File: config.mk
export PLATFORM = sky130hd
export DESIGN_NAME = lsa_align
export DESIGN_NICKNAME = d
export VERILOG_FILES = /design/src/rtl/lsa_pkg.sv /design/src/rtl/lsa_mode_fsm.sv /design/src/rtl/lsa_store_lane.sv /design/src/rtl/lsa_load_extract.sv /design/src/rtl/lsa_align.sv
export SDC_FILE = /design/constraint.sdc
export NUM_CORES = 1
export LEC_CHECK = 0
export ABC_CLOCK_PERIOD_IN_PS = 3800
export CAP_MARGIN = 15
export CORE_MARGIN = 10
export CORE_UTILIZATION = 67
export CTS_CLUSTER_DIAMETER = 30
export DETAILED_ROUTE_END_ITERATION = 8
export DONT_BUFFER_PORTS = 1
export GPL_ROUTABILITY_DRIVEN = 0
export GPL_TIMING_DRIVEN = 0
export PLACE_DENSITY_LB_ADDON = 0.1
export SLEW_MARGIN = 15
export SYNTH_ARGS = -nofsm -noshare
export SYNTH_HDL_FRONTEND = slang
export SYNTH_SLANG_ARGS = --single-unit
File: constraint.sdc
create_clock -name clk -period 3.8 [get_ports clk]
set_clock_uncertainty 0.15 [all_clocks]
set_input_delay 0.38 -clock clk [delete_from_list [all_inputs] [get_ports clk]]
set_output_delay 0.38 -clock clk [all_outputs]
set_load 0.01 [all_outputs]
File: src/rtl/lsa_pkg.sv
package lsa_pkg;

    typedef enum logic [1:0] {
        SZ_BYTE = 2'b00,
        SZ_HALF = 2'b01,
        SZ_WORD = 2'b10,
        SZ_RSVD = 2'b11
    } size_e;

    typedef enum logic {
        MODE_LITTLE = 1'b0,
        MODE_BIG    = 1'b1
    } mode_e;

endpackage

File: src/rtl/lsa_mode_fsm.sv
module lsa_mode_fsm
    import lsa_pkg::*;
(
    input  logic  clk,
    input  logic  rst_n,
    input  logic  strap,
    output mode_e mode
);

    mode_e state_q;
    mode_e state_d;

    // state register
    always_ff @(posedge clk) begin
        state_q <= state_d;
    end

    // transitions: RESET_TO_BIG / RESET_TO_LITTLE while in reset, HOLD otherwise
    always_comb begin
        state_d = state_q;
        if (!rst_n) begin
            state_d = strap ? MODE_BIG : MODE_LITTLE;
        end else begin
            unique case (state_q)
                MODE_LITTLE: state_d = MODE_LITTLE;
                MODE_BIG:    state_d = MODE_BIG;
            endcase
        end
    end

    // outputs
    always_comb begin
        mode = state_q;
    end

endmodule

File: src/rtl/lsa_store_lane.sv
module lsa_store_lane
    import lsa_pkg::*;
#(
    parameter  int DATA_W = 32,
    localparam int LANES  = DATA_W / 8,
    localparam int OFF_W  = $clog2(LANES)
) (
    input  mode_e              mode,
    input  size_e              size,
    input  logic [OFF_W-1:0]   off,
    input  logic               wr_req,
    input  logic               misalign,
    input  logic [DATA_W-1:0]  st_data,
    output logic [DATA_W-1:0]  wr_data,
    output logic [LANES-1:0]   wr_be
);

    localparam int CW = OFF_W + 2;

    logic [CW-1:0] span;
    logic [CW-1:0] first;
    logic [CW-1:0] last_x;

    always_comb begin
        unique case (size)
            SZ_BYTE: begin
                span    = CW'(1);
                wr_data = {LANES{st_data[7:0]}};
            end
            SZ_HALF: begin
                span    = CW'(2);
                wr_data = {(LANES/2){st_data[15:0]}};
            end
            default: begin
                span    = CW'(LANES);
                wr_data = st_data;
            end
        endcase
        first  = CW'(off);
        last_x = first + span;
    end

    for (genvar i = 0; i < LANES; i++) begin : g_lane
        localparam logic [CW-1:0] LE_OFF = CW'(i);
        localparam logic [CW-1:0] BE_OFF = CW'(LANES - 1 - i);
        logic [CW-1:0] lane_off;
        logic          covered;
        assign lane_off = (mode == MODE_BIG) ? BE_OFF : LE_OFF;
        assign covered  = (lane_off >= first) && (lane_off < last_x);
        assign wr_be[i] = wr_req & ~misalign & covered;
    end

endmodule

File: src/rtl/lsa_load_extract.sv
module lsa_load_extract
    import lsa_pkg::*;
#(
    parameter  int DATA_W = 32,
    localparam int LANES  = DATA_W / 8,
    localparam int OFF_W  = $clog2(LANES)
) (
    input  mode_e              mode,
    input  size_e              size,
    input  logic [OFF_W-1:0]   off,
    input  logic               ld_signed,
    input  logic               misalign,
    input  logic [DATA_W-1:0]  ld_word,
    output logic [DATA_W-1:0]  ld_result
);

    logic [7:0] lane_byte [LANES];

    for (genvar i = 0; i < LANES; i++) begin : g_unpack
        assign lane_byte[i] = ld_word[8*i +: 8];
    end

    function automatic logic [OFF_W-1:0] phys_lane(input logic [OFF_W-1:0] k, input mode_e m);
        return (m == MODE_BIG) ? ~k : k;
    endfunction

    logic [7:0]  b_first;
    logic [7:0]  b_next;
    logic [15:0] half_v;

    always_comb begin
        b_first = lane_byte[phys_lane(off, mode)];
        b_next  = lane_byte[phys_lane(off + 1'b1, mode)];
        half_v  = (mode == MODE_BIG) ? {b_first, b_next} : {b_next, b_first};
        if (misalign) begin
            ld_result = '0;
        end else begin
            unique case (size)
                SZ_BYTE: ld_result = {{(DATA_W-8){ld_signed & b_first[7]}}, b_first};
                SZ_HALF: ld_result = {{(DATA_W-16){ld_signed & half_v[15]}}, half_v};
                SZ_WORD: ld_result = ld_word;
                default: ld_result = '0;
            endcase
        end
    end

endmodule

File: src/rtl/lsa_align.sv
module lsa_align
    import lsa_pkg::*;
#(
    parameter  int DATA_W = 32,
    localparam int LANES  = DATA_W / 8,
    localparam int OFF_W  = $clog2(LANES)
) (
    input  logic              clk,
    input  logic              rst_n,
    input  logic              big_endian_strap,
    input  logic [1:0]        acc_size,
    input  logic [OFF_W-1:0]  addr_lo,
    input  logic              ld_signed,
    input  logic              wr_req,
    input  logic [DATA_W-1:0] st_data,
    input  logic [DATA_W-1:0] ld_word,
    output logic [DATA_W-1:0] wr_data,
    output logic [LANES-1:0]  wr_be,
    output logic [DATA_W-1:0] ld_result,
    output logic              misalign
);

    mode_e mode;
    size_e size;

    assign size = size_e'(acc_size);

    lsa_mode_fsm u_mode (
        .clk   (clk),
        .rst_n (rst_n),
        .strap (big_endian_strap),
        .mode  (mode)
    );

    always_comb begin
        unique case (size)
            SZ_BYTE: misalign = 1'b0;
            SZ_HALF: misalign = addr_lo[0];
            SZ_WORD: misalign = |addr_lo;
            default: misalign = 1'b1;
        endcase
    end

    lsa_store_lane #(.DATA_W(DATA_W)) u_store (
        .mode     (mode),
        .size     (size),
        .off      (addr_lo),
        .wr_req   (wr_req),
        .misalign (misalign),
        .st_data  (st_data),
        .wr_data  (wr_data),
        .wr_be    (wr_be)
    );

    lsa_load_extract #(.DATA_W(DATA_W)) u_load (
        .mode      (mode),
        .size      (size),
        .off       (addr_lo),
        .ld_signed (ld_signed),
        .misalign  (misalign),
        .ld_word   (ld_word),
        .ld_result (ld_result)
    );

endmodule

Word level (Yosys, flattened, before mapping)
Cells that the tools add are included.

operators by class
  add/subtract/negate cells = 2
  multipliers = 0
  div/mod/pow operators = 0
  order comparisons = 10
  eq/ne operators = 2
  shift-type cells = 0
  mux-type cells = 21
  bitwise operators = 13
  reductions and logical operators = 6

operator list
  operator                                                         count
  32-bit case mux with 3 select lines                              1
  32-bit case mux with 2 select lines                              1
  8-bit binary-select mux with 2-bit select                        2
  32-bit two-way mux                                               1
  8-bit two-way mux                                                4
  4-bit by 2-bit >= comparator with 1-bit output                   4
  4-bit < comparator                                               4
  16-bit two-way mux                                               1
  2-bit two-way mux                                                6
  1-bit AND                                                        7
  3-bit >= comparator, second input constant                       2
  2-bit NOT with 3-bit output                                      2
  3-bit case mux with 2 select lines                               1
  2-bit by 3-bit adder with 4-bit output                           1
  1-bit logical AND                                                4
  2-bit NOT                                                        2
  1-bit case mux with 3 select lines                               1
  2-bit by 1-bit adder with 2-bit output, second input constant    1
  2-bit by 1-bit == test with 1-bit output, second input constant  1
  2-bit == test, second input constant                             1
  2-bit logical NOT                                                1
  1-bit two-way mux                                                2
  1-bit NOT                                                        2
  1-bit case mux with 2 select lines                               1
  2-bit OR reduction                                               1

word-level totals
  bits in registers = 1
  bits in latches = 0
  RAM bits = 0
  bits in read-only memories = 0
  bits of input ports = 73
  output and inout bits = 69
  logic and storage cells = 55
  memories kept = 0

Longest topological paths before layout
Gate-level depths: netlist of the first run.

  word-level depth = 11
  mapped depth = 9
  depth with buffers taken out = 8

Cells and area by module
Synthesis of the first run repeated with hierarchy kept, for this count alone.

second synthesis, totals
  cell total of the unflattened synthesis = 276
  area total of the unflattened synthesis = 2,147.1 um^2

modules (own cells, without submodules)
  module            times used  cells each  area an instance (um^2)  seq. area each (um^2)
  lsa_load_extract  1           177         1,368.8                  0.0
  lsa_store_lane    1           94          730.7                    0.0
  lsa_mode_fsm      1           2           33.8                     30.0
  lsa_align         1           3           13.8                     0.0

Least setup slack after synthesis of the first run
OpenSTA, ideal clock, no wires.

  kind = reg-to-output
  from = register u_mode.state_q (netlist: u_mode.mode)
  to = output port ld_result[22]
  data arrival time = 2,178 ps
  data required time = 3,270 ps
  path slack = 1,092 ps
  cell stages (with the launch flop) = 9
  buffers on the path = 3
  cells stage by stage = edfxtp_1 buf_4 inv_1 ha_1 buf_4 mux4_2 a22oi_4 buf_6 o21ai_0

between the ends
  longest elaborated chain between the ends = 9
  elaborated cells between the ends (all ways) = 15
  those cells by class = mux (11); bitwise (4)

RTL lines
  item                                                                 line                                            text
  from (decl)                                                          lsa_mode_fsm.sv:10                              mode_e state_q;
  from (signal assigned)                                               lsa_mode_fsm.sv:15                              state_q <= state_d;
  2-bit two-way mux                                                    lsa_load_extract.sv:24                          return (m == MODE_BIG) ? ~k : k;
  2-bit NOT with 3-bit output, on equally long branches                lsa_load_extract.sv:33, lsa_load_extract.sv:32
  8-bit binary-select mux with 2-bit select, on equally long branches  lsa_load_extract.sv:33, lsa_load_extract.sv:32
  8-bit two-way mux, on equally long branches (2 in series)            lsa_load_extract.sv:33, lsa_load_extract.sv:32
  16-bit two-way mux                                                   lsa_load_extract.sv:34                          half_v = (mode == MODE_BIG) ? {b_first, b_next} : {b_next, b_first};
  1-bit AND                                                            lsa_load_extract.sv:40                          SZ_HALF: ld_result = {{(DATA_W-16){ld_signed & half_v[15]}}, half_v};
  32-bit case mux with 3 select lines *                                lsa_load_extract.sv:38                          unique case (size)
  32-bit two-way mux *                                                 lsa_load_extract.sv:35                          if (misalign) begin
  to (decl)                                                            lsa_align.sv:19                                 output logic [DATA_W-1:0] ld_result,

Mark *: on every way between the ends. The rest lies on a longest branch, timed or not. The select of a mux whose other input is x is not followed.

Worst setup path in the final report of the first run
  from = register u_mode.state_q (netlist: u_mode.mode)
  to = output port ld_result[30]

The elaborated chain is that of the path after synthesis.

==> results of run 1 <==
## power by group through the flow
stage / registers [mW] / logic [mW] / clock network [mW]
floorplan: 0.0141 / 0.261 / 0
global placement: 0.0144 / 0.306 / 0
detailed placement: 0.0145 / 0.316 / 0
CTS: 0.0145 / 0.316 / 0
global route: 0.0146 / 0.344 / 0
finish: 0.0147 / 0.321 / 0
## layout make-up
cell class / instances / share of cell area (%)
plain buffers: 27 / 10.0
inverters: 6 / 1.24
multi-input cells: 185 / 85.0
flip-flops and latches: 1 / 1.65
well taps: 30 / 2.06
## layout by cell type (no fill, tap or decap), types with 2 or more instances in the layout
cell and instances:
o21ai_0 23, mux2i_1 9, xnor2_1 2, nand2_1 34
a22oi_1 15, mux4_2 3, o221a_2 2, mux2_2 16
mux4_1 12, buf_4 11, nor2b_1 3, buf_6 5
nor2_2 2, a21oi_1 34, and3_1 2, buf_2 2
clkbuf_1 9, ha_1 9, nor3_1 2, nand2b_1 4
nor2_1 4, inv_1 5
## through the flow
| stage | setup slack (ps) | power [mW] | area (sq um) | std cells |
|---|---|---|---|---|
| 2_1_floorplan | 1090 | 0.275 | 1780 | 219 |
| 3_3_place_gp | 808 | 0.321 | 1820 | 249 |
| 3_5_place_dp | 762 | 0.331 | 1820 | 249 |
| 4_1_cts | 760 | 0.331 | 1820 | 249 |
| 5_1_grt | 612 | 0.358 | 1820 | 249 |
| 6_report | 737 | 0.335 | 1820 | 249 |
## worst min path at each step
stage,end
global route,u_mode.mode
global placement,u_mode.mode
CTS,u_mode.mode
finish,u_mode.mode
floorplan,u_mode.mode
detailed placement,u_mode.mode
## logic make-up after synthesis
family | share of synthesized area [%]
compound gates | 26.0
xor+xnor | 2.53
fa+ha+maj | 6.32
buf+inv | 11.5
flops | 1.68
mux | 38.0
simple gates | 14.0
## metal layers
metal  GRT usage (%)  up-vias  part of all wire, %
li1                -      826                    -
met1            26.8      898                   30
met2            44.9      202                   48
met3            14.2       30                   18
met4            7.31        0                  3.8
met5               0        -                    0
## worst max-delay path: cells and delay by family (launching register included)
kind,cells,cell delay [ps]
AO/OA/AOI/OAI,2,500
adder cells (fa/ha/maj),1,290
flip-flops,1,410
buffers and inverters,4,730
multiplexers,1,580
==> impl_results.md, run 1 <==
- Period minus WS final: 3060 ps
- Switching power: 0.184 mW
- Total of max-cap violations: 0
- Biggest area consumer among synthesized cells: mux4_1
- First-pass GRT wire length: 11.2 mm
- Post-cts resize count: 0
- Hold_buf cts: 0
- Post-synth EDFFs: 1
- Setup Buffers After CTS: 0
- Switching Share: a little over half
- Register area: approximately 30 sq um
- Die width: a little over 70 microns
- Syn Inst Count: roughly 220
- Worst path required time: approximately 3300 ps
- Total number of vias: about 2k
- Row count: 18
- Area contributors post-synth: mux4_1, mux2_2, a21oi_1
- CP startpoint kind: flip-flop
- CP Max Fanout: 10
- Fin nets: roughly 300
- Primary FF master, synth: edfxtp_1
- Hold_ws: 329 ps
- Ant. Diodes: 0
- Setup TNS: 0 ps
- CORE AREA: 2500 sq um
- Slowest Stage Delay on Critical Path: 580 ps
- Avg Cell Area, Syn: 8.14 sq um
- Port bufs: 0
- Sequential area share after synthesis: 1.68%
- Max Freq: 327 MHz
- Slew at the pin closest to its max-slew limit: 856 ps
- Final Core Density: between 70% and 80%
- Peak supply drop: 0.148 mV
- Number of cells on the worst hold path: 0
- LEAKAGE: between 0.7 and 0.8 nW
- GRT Total Usage: between 20% and 30%
- Async S/R FF share, synth: 0%
- Flop pwr share: under 10%
- Unrepaired setup endpoints after global routing: no
- Final Hold Viols: 0
- Critical path class: reg -> out
- Wirelength per Cell: 29.6 microns
- #FFs+latches synth: 1
- Pwr dens: 184 nW/um^2
- Vias in the first global route: just under 2k
- Status: finished clean
- Critical Path Source: u_mode.mode
- CP endpoint kind: primary output
- Boundary pin count: 142
- Die area: 5120 sq um
- Worst endpoint data arrival time: ~2500 ps
- Cell-internal power: around 0.15 mW
- Post-DRT Antenna Nets: 0
- Initial antenna violation count: 0
- DR vias/cell: 7.86
- Synth warnings: 0
- Syn nets: 301
- Commonest cells post-synth: a21oi_1, nand2_1, o21ai_0
- Crit-path cells: buf_4 > inv_1 > ha_1 > buf_4 > mux4_2 > a22oi_4 > buf_6 > o21ai_0
- DR DRC count: 0
- Netlist Area Pre-Place: approximately 1800 sq um
- Largest net degree at the start of global routing: 12
- Rel. slew slack: approximately 43%
- WL final: 7.37 mm
- Max FFs per register: 1
- Multi-input gate area: ~1500 sq um
- Clock Power Share: 0%
- Fillers: about 210
- Slew Limit Fails: 0
- Share of power burned in combinational logic: 95.6%
- Synth cell types: 33
- Drt first pass iters: 5
- Final setup fails: 0
- CP endpoint: ld_result[30]
- Initial DRC Count: between 300 and 400
- Post-DP HPWL: 6.00 mm
- Min-delay src: big_endian_strap
- Layout cell share with drive strength beyond 1: a little over a fifth
- Layout overhead on the synthesized area: 2.11%
- Clk pin slew, worst setup/hold paths: 0 ps
- Slowest stage cell, crit path: mux4_2
- Synth top area share: 17.7%
- Worst min path class: in -> reg
- Initial core utilization: 71.3%
- Die height: between 70 and 80 microns
- Post-route clock period utilization: approximately four fifths
- Grt total ovfl: 0
- Cell repeated most along the worst path: buf_4
No activity file was read; power rests on OpenSTA's default activity.
==> inputs of run 2 (changes only) <==
--- a/config.mk
+++ b/config.mk
@@ -5,10 +5,10 @@
 export SDC_FILE = /design/constraint.sdc
 export NUM_CORES = 1
 export LEC_CHECK = 0
-export ABC_CLOCK_PERIOD_IN_PS = 3800
+export ABC_CLOCK_PERIOD_IN_PS = 3200
 export CAP_MARGIN = 15
 export CORE_MARGIN = 10
-export CORE_UTILIZATION = 67
+export CORE_UTILIZATION = 66
 export CTS_CLUSTER_DIAMETER = 30
 export DETAILED_ROUTE_END_ITERATION = 8
 export DONT_BUFFER_PORTS = 1
==> constraint.sdc (replaced) <==
create_clock -name clk -period 3.2 [get_ports clk]
set_clock_uncertainty 0.15 [all_clocks]
set_input_delay 0.32 -clock clk [delete_from_list [all_inputs] [get_ports clk]]
set_output_delay 0.32 -clock clk [all_outputs]
set_load 0.01 [all_outputs]
==> run 2 against run 1 <==
Net effect:
- critical endpoint is now ld_result[10]
- cell count did not move
- combinational power rose by 17%
- global-route usage fell by 2.3 points
- die area rose by 1.1%
- power rose by 18%
- worst setup slack got worse by 450 ps
- worst hold slack got worse by 60 ps
==> impl_results.md, run 2 (synthesis gave the netlist of run 1 again) <==
- CP startpoint kind: flip-flop
- LEAKAGE: around 0.71 nW
- Die height: roughly 72 microns
- Setup Buffers After CTS: 0
- Max FFs per register: 1
- Pwr dens: around 220 nW/um^2
- Worst min path class: in -> reg
- Grt total ovfl: 0
- Layout overhead on the synthesized area: 2.11%
- Vias in the first global route: 1,958
- Initial core utilization: 70.7%
- Total number of vias: 1,861
- Critical path class: reg -> out
- Crit-path cells: buf_4 > inv_1 > ha_1 > mux4_2 > and3_1 > clkbuf_1 > a21oi_1 > a21oi_1
- Post-DP HPWL: 5.66 mm
- Hold_buf cts: 0
- Buf+Inv Stages, Crit Path: 3
- Final Core Density: 72.2%
- Hold_ws: 269 ps
- Total of max-cap violations: 0
- Max Freq: ~340 MHz
- CORE AREA: ~2500 sq um
- Peak supply drop: 0.171 mV
- Wirelength per Cell: 28.1 microns
- Unrepaired setup endpoints after global routing: no
- Final setup fails: 0
- Die area: 5180 sq um
- Port bufs: 0
- Most frequent cells in the layout: a21oi_1, nand2_1, o21ai_0
- DR DRC count: 0
- Place WS: 307 ps
- Post-cts resize count: 0
- Final Hold Viols: 0
- Fin nets: about 300
- Rel. slew slack: 44.8%
- Worst endpoint data arrival time: about 2400 ps
- GRT Total Usage: a little under a quarter
- Worst path required time: around 2700 ps
- CP Max Fanout: 7
- Boundary pin count: ~140
- Slew at the pin closest to its max-slew limit: 828 ps
- WL final: 6.99 mm
- Post-DRT Antenna Nets: 0
- Ant. Diodes: 0
- Clk pin slew, worst setup/hold paths: 0 ps
- Slowest Stage Delay on Critical Path: roughly 570 ps
- Initial antenna violation count: 0
- DR vias/cell: 7.47
- Setup TNS: 0 ps
- Status: finished clean
- Cell repeated most along the worst path: a21oi_1
- Period minus WS final: 2910 ps
- Drt first pass iters: 5
- Largest net degree at the start of global routing: 12
- Die width: around 72 microns
- Initial DRC Count: 153
- Final setup margin: about 290 ps
- First-pass GRT wire length: 10.4 mm
- Row count: 18
- Family with the most delay on the worst path: multiplexers
- Post-route clock period utilization: 90.9%
- Slowest stage cell, crit path: mux4_2
- Layout cell share with drive strength beyond 1: 21.5%
- CP endpoint kind: primary output
- Slew Limit Fails: 0
run 2: cell counts in the layout (fill, tap and decap cells not counted):
Identical to the previous run, type by type.
run 2: path summary, 6_finish.rpt:
| path | startpoint | end | cells past startpoint |
|---|---|---|---|
| hold / removal | big_endian_strap | u_mode.mode | 0 |
| setup / recovery | u_mode.mode | ld_result[10] | 8 |
run 2: stage by stage:
step                total power, mW  instances  area (sq um)
floorplan                     0.327        219          1780
global placement              0.380        249          1820
detailed placement            0.390        249          1820
CTS                           0.392        249          1820
global route                  0.420        249          1820
finish                        0.394        249          1820
run 2: cell type report:
cell class | instances | area, sq um
Inverter | 6 | 22.5
Sequential cell | 1 | 30.0
Tap cell | 30 | 37.5
Fill cell | 195 | 702
Buffer | 27 | 183
Multi-Input combinational cell | 185 | 1550
run 2: where the power goes:
group	switching [mW]	internal [mW]	total, mW
Clock	0	0	0
Sequential	0.00120	0.0159	0.0171
Combinational	0.213	0.164	0.377
run 2: routing by layer:
metal	up-vias	share of wire, %	GRT usage, %
li1	826	-	-
met1	846	31	23.9
met2	176	52	45.9
met3	13	16	9.25
met4	0	0.90	3.44
met5	-	0	0
